===== src/rtl/tw_eeprom_pkg.sv =====
package tw_eeprom_pkg;

  typedef enum logic [2:0] {
    ST_IDLE,
    ST_OPC,
    ST_ADDR,
    ST_DATA,
    ST_RD,
    ST_DONE
  } frame_st_t;

  typedef enum logic [1:0] {
    PK_WORD,
    PK_ERASE,
    PK_FILL,
    PK_CLEAR
  } prog_kind_t;

  localparam logic [1:0] OPC_READ  = 2'b10;
  localparam logic [1:0] OPC_WRITE = 2'b01;
  localparam logic [1:0] OPC_ERASE = 2'b11;
  localparam logic [1:0] OPC_SPEC  = 2'b00;

  localparam logic [1:0] SUB_EN    = 2'b11;
  localparam logic [1:0] SUB_DIS   = 2'b00;
  localparam logic [1:0] SUB_CLEAR = 2'b10;
  localparam logic [1:0] SUB_FILL  = 2'b01;

endpackage


===== src/rtl/tw_sk_edge.sv =====
module tw_sk_edge (
  input  logic clk,
  input  logic rst_n,
  input  logic sk,
  output logic rise
);

  logic sk_q;

  always_ff @(posedge clk or negedge rst_n) begin
    if (!rst_n) sk_q <= 1'b0;
    else        sk_q <= sk;
  end

  assign rise = sk & ~sk_q;

endmodule


===== src/rtl/tw_prog_timer.sv =====
module tw_prog_timer #(
  parameter int CYCLES = 100
) (
  input  logic clk,
  input  logic rst_n,
  input  logic start,
  output logic busy
);

  localparam int CW = $clog2(CYCLES + 1);

  logic [CW-1:0] cnt_q, cnt_n;

  always_comb begin
    cnt_n = cnt_q;
    if (start)            cnt_n = CW'(CYCLES);
    else if (cnt_q != '0) cnt_n = cnt_q - 1'b1;
  end

  always_ff @(posedge clk or negedge rst_n) begin
    if (!rst_n) cnt_q <= '0;
    else        cnt_q <= cnt_n;
  end

  assign busy = (cnt_q != '0);

endmodule


===== src/rtl/tw_array.sv =====
module tw_array #(
  parameter int BYTES = 128
) (
  input  logic                       clk,
  input  logic                       we,
  input  logic                       fill,
  input  logic                       wide,
  input  logic [$clog2(BYTES)-1:0]   waddr,
  input  logic [15:0]                wdata,
  input  logic [$clog2(BYTES)-1:0]   raddr,
  output logic [15:0]                rdata
);

  localparam int AW = $clog2(BYTES);

  logic [7:0] mem [BYTES];
  logic [AW-1:0] w_hi, w_lo, r_hi, r_lo;

  assign w_hi = {waddr[AW-2:0], 1'b0};
  assign w_lo = {waddr[AW-2:0], 1'b1};
  assign r_hi = {raddr[AW-2:0], 1'b0};
  assign r_lo = {raddr[AW-2:0], 1'b1};

  always_ff @(posedge clk) begin
    if (we) begin
      if (fill) begin
        for (int i = 0; i < BYTES; i++) begin
          if (wide) mem[i] <= ((i % 2) == 1) ? wdata[7:0] : wdata[15:8];
          else      mem[i] <= wdata[7:0];
        end
      end else if (wide) begin
        mem[w_hi] <= wdata[15:8];
        mem[w_lo] <= wdata[7:0];
      end else begin
        mem[waddr] <= wdata[7:0];
      end
    end
  end

  assign rdata = wide ? {mem[r_hi], mem[r_lo]} : {8'h00, mem[raddr]};

endmodule


===== src/rtl/tw_frame_ctrl.sv =====
module tw_frame_ctrl
  import tw_eeprom_pkg::*;
#(
  parameter int AW   = 7,
  parameter int DMAX = 16
) (
  input  logic            clk,
  input  logic            rst_n,
  input  logic            cs,
  input  logic            di,
  input  logic            org,
  input  logic            sk_rise,
  input  logic            busy,
  input  logic [15:0]     rd_data,
  output logic [AW-1:0]   rd_addr,
  output logic            start_prog,
  output logic            prog_fill,
  output logic [AW-1:0]   prog_addr,
  output logic [15:0]     prog_data,
  output logic            wel,
  output logic            rd_active,
  output logic            show_stat,
  output logic            do_bit
);

  localparam int CW = $clog2(DMAX + 1);

  frame_st_t     st_q, st_n;
  prog_kind_t    kind_q, kind_n;
  logic [1:0]    op_q, op_n;
  logic [CW-1:0] bcnt_q, bcnt_n;
  logic [AW-1:0] asr_q, asr_n, wa_q, wa_n;
  logic [15:0]   dsr_q, dsr_n, out_q, out_n;
  logic          wel_q, wel_n, pend_q, pend_n, stat_q, stat_n, dob_q, dob_n;

  logic [AW-1:0] addr_full, a_eff;
  logic [1:0]    sub;
  logic [CW-1:0] last_a, last_d, dw;
  logic          step;

  assign addr_full = {asr_q[AW-2:0], di};
  assign a_eff     = org ? {1'b0, addr_full[AW-2:0]} : addr_full;
  assign sub       = org ? addr_full[AW-2:AW-3] : addr_full[AW-1:AW-2];
  assign last_a    = org ? CW'(AW - 2) : CW'(AW - 1);
  assign dw        = org ? CW'(DMAX) : CW'(DMAX / 2);
  assign last_d    = dw - 1'b1;
  assign step      = sk_rise & cs & ~busy;

  always_comb begin
    st_n = st_q;  kind_n = kind_q; op_n = op_q;   bcnt_n = bcnt_q;
    asr_n = asr_q; wa_n = wa_q;    dsr_n = dsr_q; out_n = out_q;
    wel_n = wel_q; pend_n = pend_q; stat_n = stat_q; dob_n = dob_q;
    start_prog = 1'b0;
    if (!cs) begin
      st_n   = ST_IDLE;
      pend_n = 1'b0;
      start_prog = (st_q == ST_DONE) && pend_q;
    end else if (step) begin
      case (st_q)
        ST_IDLE: if (di) begin
          st_n = ST_OPC; bcnt_n = '0; stat_n = 1'b0;
        end
        ST_OPC: begin
          op_n = {op_q[0], di};
          if (bcnt_q == CW'(1)) begin st_n = ST_ADDR; bcnt_n = '0; end
          else bcnt_n = bcnt_q + 1'b1;
        end
        ST_ADDR: begin
          asr_n  = addr_full;
          bcnt_n = bcnt_q + 1'b1;
          if (bcnt_q == last_a) begin
            bcnt_n = '0;
            wa_n   = a_eff;
            case (op_q)
              OPC_READ:  begin st_n = ST_RD; out_n = rd_data; dob_n = 1'b0; end
              OPC_WRITE: begin st_n = ST_DATA; kind_n = PK_WORD; end
              OPC_ERASE: begin st_n = ST_DONE; kind_n = PK_ERASE; pend_n = wel_q; end
              default: begin
                case (sub)
                  SUB_EN:    begin st_n = ST_DONE; wel_n = 1'b1; end
                  SUB_DIS:   begin st_n = ST_DONE; wel_n = 1'b0; end
                  SUB_CLEAR: begin st_n = ST_DONE; kind_n = PK_CLEAR; pend_n = wel_q; end
                  default:   begin st_n = ST_DATA; kind_n = PK_FILL; end
                endcase
              end
            endcase
          end
        end
        ST_DATA: begin
          dsr_n = {dsr_q[14:0], di};
          if (bcnt_q == last_d) begin st_n = ST_DONE; pend_n = wel_q; end
          else bcnt_n = bcnt_q + 1'b1;
        end
        ST_RD: begin
          if (bcnt_q == dw) begin
            st_n = ST_DONE; dob_n = 1'b0;
          end else begin
            dob_n  = org ? out_q[15] : out_q[7];
            out_n  = {out_q[14:0], 1'b0};
            bcnt_n = bcnt_q + 1'b1;
          end
        end
        default: ;
      endcase
    end
    if (start_prog) stat_n = 1'b1;
  end

  always_ff @(posedge clk or negedge rst_n) begin
    if (!rst_n) begin
      st_q <= ST_IDLE; kind_q <= PK_WORD; op_q <= '0;  bcnt_q <= '0;
      asr_q <= '0;     wa_q <= '0;        dsr_q <= '0; out_q <= '0;
      wel_q <= 1'b0;   pend_q <= 1'b0;    stat_q <= 1'b0; dob_q <= 1'b0;
    end else begin
      st_q <= st_n;    kind_q <= kind_n;  op_q <= op_n;   bcnt_q <= bcnt_n;
      asr_q <= asr_n;  wa_q <= wa_n;      dsr_q <= dsr_n; out_q <= out_n;
      wel_q <= wel_n;  pend_q <= pend_n;  stat_q <= stat_n; dob_q <= dob_n;
    end
  end

  assign rd_addr   = a_eff;
  assign prog_addr = wa_q;
  assign prog_fill = (kind_q == PK_FILL) || (kind_q == PK_CLEAR);
  assign prog_data = ((kind_q == PK_ERASE) || (kind_q == PK_CLEAR)) ? 16'hFFFF :
                     (org ? dsr_q : {8'h00, dsr_q[7:0]});
  assign wel       = wel_q;
  assign rd_active = (st_q == ST_RD);
  assign show_stat = stat_q && (st_q == ST_IDLE);
  assign do_bit    = dob_q;

endmodule


===== src/rtl/tw_eeprom_slave.sv =====
module tw_eeprom_slave #(
  parameter int ARRAY_BITS  = 1024,
  parameter int PROG_CYCLES = 100
) (
  input  logic clk,
  input  logic rst_n,
  input  logic cs,
  input  logic sk,
  input  logic di,
  input  logic org,
  output logic do_o,
  output logic do_oe
);

  localparam int BYTES = ARRAY_BITS / 8;
  localparam int AW    = $clog2(BYTES);
  localparam int DMAX  = 16;

  logic          sk_rise, prog_busy, start_prog, prog_fill;
  logic          wel, rd_active, show_stat, do_bit;
  logic [AW-1:0] rd_addr, prog_addr;
  logic [15:0]   rd_data, prog_data;

  tw_sk_edge u_edge (
    .clk(clk), .rst_n(rst_n), .sk(sk), .rise(sk_rise)
  );

  tw_prog_timer #(.CYCLES(PROG_CYCLES)) u_timer (
    .clk(clk), .rst_n(rst_n), .start(start_prog), .busy(prog_busy)
  );

  tw_array #(.BYTES(BYTES)) u_array (
    .clk(clk), .we(start_prog), .fill(prog_fill), .wide(org),
    .waddr(prog_addr), .wdata(prog_data), .raddr(rd_addr), .rdata(rd_data)
  );

  tw_frame_ctrl #(.AW(AW), .DMAX(DMAX)) u_ctrl (
    .clk(clk), .rst_n(rst_n), .cs(cs), .di(di), .org(org),
    .sk_rise(sk_rise), .busy(prog_busy), .rd_data(rd_data), .rd_addr(rd_addr),
    .start_prog(start_prog), .prog_fill(prog_fill), .prog_addr(prog_addr),
    .prog_data(prog_data), .wel(wel), .rd_active(rd_active),
    .show_stat(show_stat), .do_bit(do_bit)
  );

  assign do_oe = cs & (rd_active | show_stat);
  assign do_o  = show_stat ? ~prog_busy : do_bit;

endmodule


===== config.mk =====
export PLATFORM = sky130hd
export DESIGN_NAME = tw_eeprom_slave
export DESIGN_NICKNAME = d
export VERILOG_FILES = /design/src/rtl/tw_eeprom_pkg.sv /design/src/rtl/tw_sk_edge.sv /design/src/rtl/tw_prog_timer.sv /design/src/rtl/tw_array.sv /design/src/rtl/tw_frame_ctrl.sv /design/src/rtl/tw_eeprom_slave.sv
export SDC_FILE = /design/constraint.sdc
export NUM_CORES = 2
export LEC_CHECK = 0
export ABC_AREA = 1
export BUFFER_PORTS_ARGS = -buffer_cell sky130_fd_sc_hd__buf_4
export CELL_PAD_IN_SITES_DETAIL_PLACEMENT = 1
export CELL_PAD_IN_SITES_GLOBAL_PLACEMENT = 1
export CORE_MARGIN = 3
export CORE_UTILIZATION = 47
export DETAILED_ROUTE_END_ITERATION = 10
export PLACE_DENSITY = 0.88
export SETUP_SLACK_MARGIN = 0.2
export SYNTH_ARGS = -nofsm -noshare
export SYNTH_HDL_FRONTEND = slang
export SYNTH_HIERARCHICAL = 1
export SYNTH_SLANG_ARGS = --single-unit
export TNS_END_PERCENT = 100

===== constraint.sdc =====
create_clock -name clk -period 3.4 [get_ports clk]
set_input_delay 0.17 -clock clk [delete_from_list [all_inputs] [get_ports clk]]
set_output_delay 0.17 -clock clk [all_outputs]
set_load 0.01 [all_outputs]

==> impl_metrics.ini <==
[run_status]
status = completed

[global_routing]
grt_pass1_vias = 59320
grt_use_total_pct = 40.60
globalRouteOverflowTotal = 0
grt_start_max_net_pins = 138
grt_antenna_before_repair = 12
grt_pass1_wl_um = 394300

[routing]
ant_nets = 0
post_drt_via_cell_ratio = 6.872
vias = 59860
drc = 0
wl_per_cell_um = 31.40
drt_iter0_markers = 10770
drt_pass1_iterations = 9
finalWirelength_um = 273500

[sta]
fin_hold_ws_ps = 66.75
fin_crit_sh_pct = 93.82
finClkSkew_ps = 41.44
max_freq_mhz = 313.5
slew_viol_final = 0
final.min_clock_period_ps = 3190
setup_violations = 0
worstMarginPinSlew_ps = 1303
slew_headroom_pct = 13.14
rsz0062_at_grt = yes
finalHoldViolations = 0

[synth]
synth_area_leaders = edfxtp_1 (51%), nand3_1 (18%), nand2_1 (15%), o21ai_0 (4.4%), dfrtp_1 (2.9%)
yosysSeqAreaShare_pct = 54.34
syn_inst = 7112
synth_edf_count = 1024
synth_nets = 7129
synthFlopType = edfxtp_1
syn_area_um2 = 59760
yosysTopAreaCell = edfxtp_1
syn_avg_cell_area_um2 = 8.403
synthArstFlopShare_pct = 6.313
yosys_warnings = 6
synth_cell_types = 41
yosys.area.top_type_share_pct = 51.45
ys_seq_elements = 1093

[placed_design]
place_area_um2 = 62230
hpwl_um = 170100
globalplace.congestion = 0.9780
portBuffers = 7

[power_and_ir_drop]
power_switching_mw = 6.678
pwr-share-clk_pct = 45.7
p_seq_share_pct = 49.9
switching_share_pct = 23.00
peakVddDrop_mv = 0.4840
pwr-share-comb_pct = 4.4
p_per_area_nw_per_um2 = 437.0
internal_power_mw = 22.36
p_leak_nw = 24.21

[worst_setup_path]
critPathCaptureType = flop
startpoint_type = flop
critPathMaxFanout = 8
cp.required_ps = 3830
worst_ep_arrival_time_ps = 3620
r2r_cells = 13
r2r_start = u_ctrl/st_q[1]
reg2reg_setup_slack_ps = 210
critical_path_class = flop to flop
worst_r2r_endpoint = u_array/mem[105][5]

[clock_tree]
path_clk_slew_ps = 70
clkLatencyLatePin_ps = 770
clock-sinks = 1093
cts_buffers = 118
clockRootBuffer = clkbuf_16
cts_max_path_buffers = 3
cts_tree = built
htree_levels = 3

[hold_path]
hold_path_depth = 5
min_path_type = input pin to flop
min_from = di
hold_path_end = u_ctrl/st_q[1]

[layout]
area_growth_pct = 11.19
nNetsFinal = 6968
nFillCells = 14720
ff_latch_area_um2 = 32490
final_util_pct = 52.78
multi_input_area_um2 = 24350
drive_gt1_share_pct = 8.636
layout.cell_area.non_filler_um2 = 66450

[floorplanning]
core_area_um2 = 125900
pin_count = 8
die_h_um = 362.6
initial_core_util_pct = 47.47
die_area_um2 = 131500
placementRows = 130
fp.dieW_um = 362.6

[run]
cap_viol_max_count = 0
## metal layers
layer | global-route usage, % | wire, um | vias up
met5 | 0 | 41 | -
met1 | 52.12 | 96730 | 29310
met3 | 11.37 | 37610 | 1191
li1 | - | - | 24460
met2 | 60.21 | 118100 | 4892
met4 | 26.61 | 21050 | 6
## sequential cells by signal (all words and copies together), names as in the netlist, 2 cells and up
name,count
u_ctrl/bcnt_q,5
u_ctrl/asr_q,6
u_ctrl/kind_q,2
u_ctrl/dsr_q,16
u_array/mem,1024
u_ctrl/prog_addr,7
u_ctrl/st_q,3
u_ctrl/op_q,2
u_ctrl/out_q,16
u_timer/cnt_q,7
## Yosys cell counts, types with 2 or more instances
library cell,instances
nor2_1,61
o21ai_0,523
buf_4,27
a31oi_1,10
o21ai_4,2
buf_2,214
mux2i_1,14
nand3_1,2115
nor3_2,3
edfxtp_1,1024
xor2_1,2
o21ai_2,30
o211ai_1,40
o21ai_1,67
nor2_4,15
inv_1,139
nand3_4,2
nand2_2,4
nor2_2,23
inv_2,19
a21oi_1,32
nand2_1,2311
nor3_1,9
dfrtp_1,69
ha_1,11
buf_6,5
buf_1,99
nand2_4,2
clkbuf_1,228
## metrics by stage
step	instances	power, mW	setup slack [ps]	TNS, ps
floorplan	7112	15.56	254.0	0
global placement	8461	15.94	116.4	0
detailed placement	8461	15.99	-19.68	-154.6
CTS	8693	28.97	188.7	0
global route	8702	29.65	161.8	0
finish	8710	29.04	210.2	0
## power by group through the flow
stage / registers, mW / logic, mW / clock network, mW
after floorplan: 14.8 / 0.784 / 0
after global placement: 14.8 / 1.16 / 0
after detailed placement: 14.8 / 1.21 / 0
after CTS: 14.5 / 1.23 / 13.2
after global routing: 14.5 / 1.37 / 13.8
final: 14.5 / 1.29 / 13.3
## worst max-delay path by stage
stage                         from                  end  cells past startpoint
floorplan           u_ctrl/st_q[2]    u_array/mem[5][0]                      9
global placement    u_ctrl/st_q[2]   u_array/mem[76][4]                      8
detailed placement  u_ctrl/st_q[2]   u_array/mem[76][4]                      8
CTS                 u_ctrl/st_q[2]   u_array/mem[51][1]                      9
global route        u_ctrl/st_q[1]   u_array/mem[10][6]                     10
finish              u_ctrl/st_q[1]  u_array/mem[105][5]                     13
## kinds of logic (layout without fill, tap and decap cells)
family                   count (synthesis)  count (layout)  share of synthesized area (%)
multiplexers                            14              14                         0.2345
AND/OR/NAND/NOR                       4551            4551                          33.51
buffers and inverters                  733             673                          5.290
other                                    0               8                              0
adder cells (fa/ha/maj)                 11              11                         0.2303
AO/OA/AOI/OAI                          708             708                          6.369
flip-flops                            1093            1093                          54.34
XOR/XNOR                                 2               2                        0.02931
## what timing repair did
item / 4_1_cts / 5_1_grt
pin swaps: 4 / 7
buffers inserted: 6 / 9
endpoints found under the setup margin: 90 / 503
gates cloned: 1 / 0
hold buffers: 4 / 0
resized for setup: 7 / 16
endpoints found under the hold margin: 78 / 0
## final cells by class
class | instances | share of cell area (%)
Sequential cell | 1093 | 48.89
Multi-Input combinational cell | 5286 | 36.65
Clock buffer | 158 | 4.807
Timing Repair Buffer | 293 | 4.572
Tap cell | 1650 | 3.107
Clock inverter | 63 | 1.002
Inverter | 159 | 0.9433
Antenna cell | 8 | 0.03013
## critical path, stage by stage, from the launching register on
cell,delay (ps)
dfrtp_1,480
inv_1,130
nand2_1,130
nor4_4,290
inv_1,150
nor3_1,180
inv_1,190
nor2_1,240
buf_4,230
inv_1,90
o21ai_0,300
inv_1,100
o21ai_0,90
buf_4,250
## cells in the final DEF (no fill, tap or decap), types with 63 or more instances in the layout
master,n
o21ai_0,523
nand3_1,2103
dfrtp_1,65
buf_12,63
inv_1,129
o21ai_1,66
clkbuf_16,119
nand2_1,2299
buf_4,222
edfxtp_1,1024
Power figures use the tool's default switching activity.
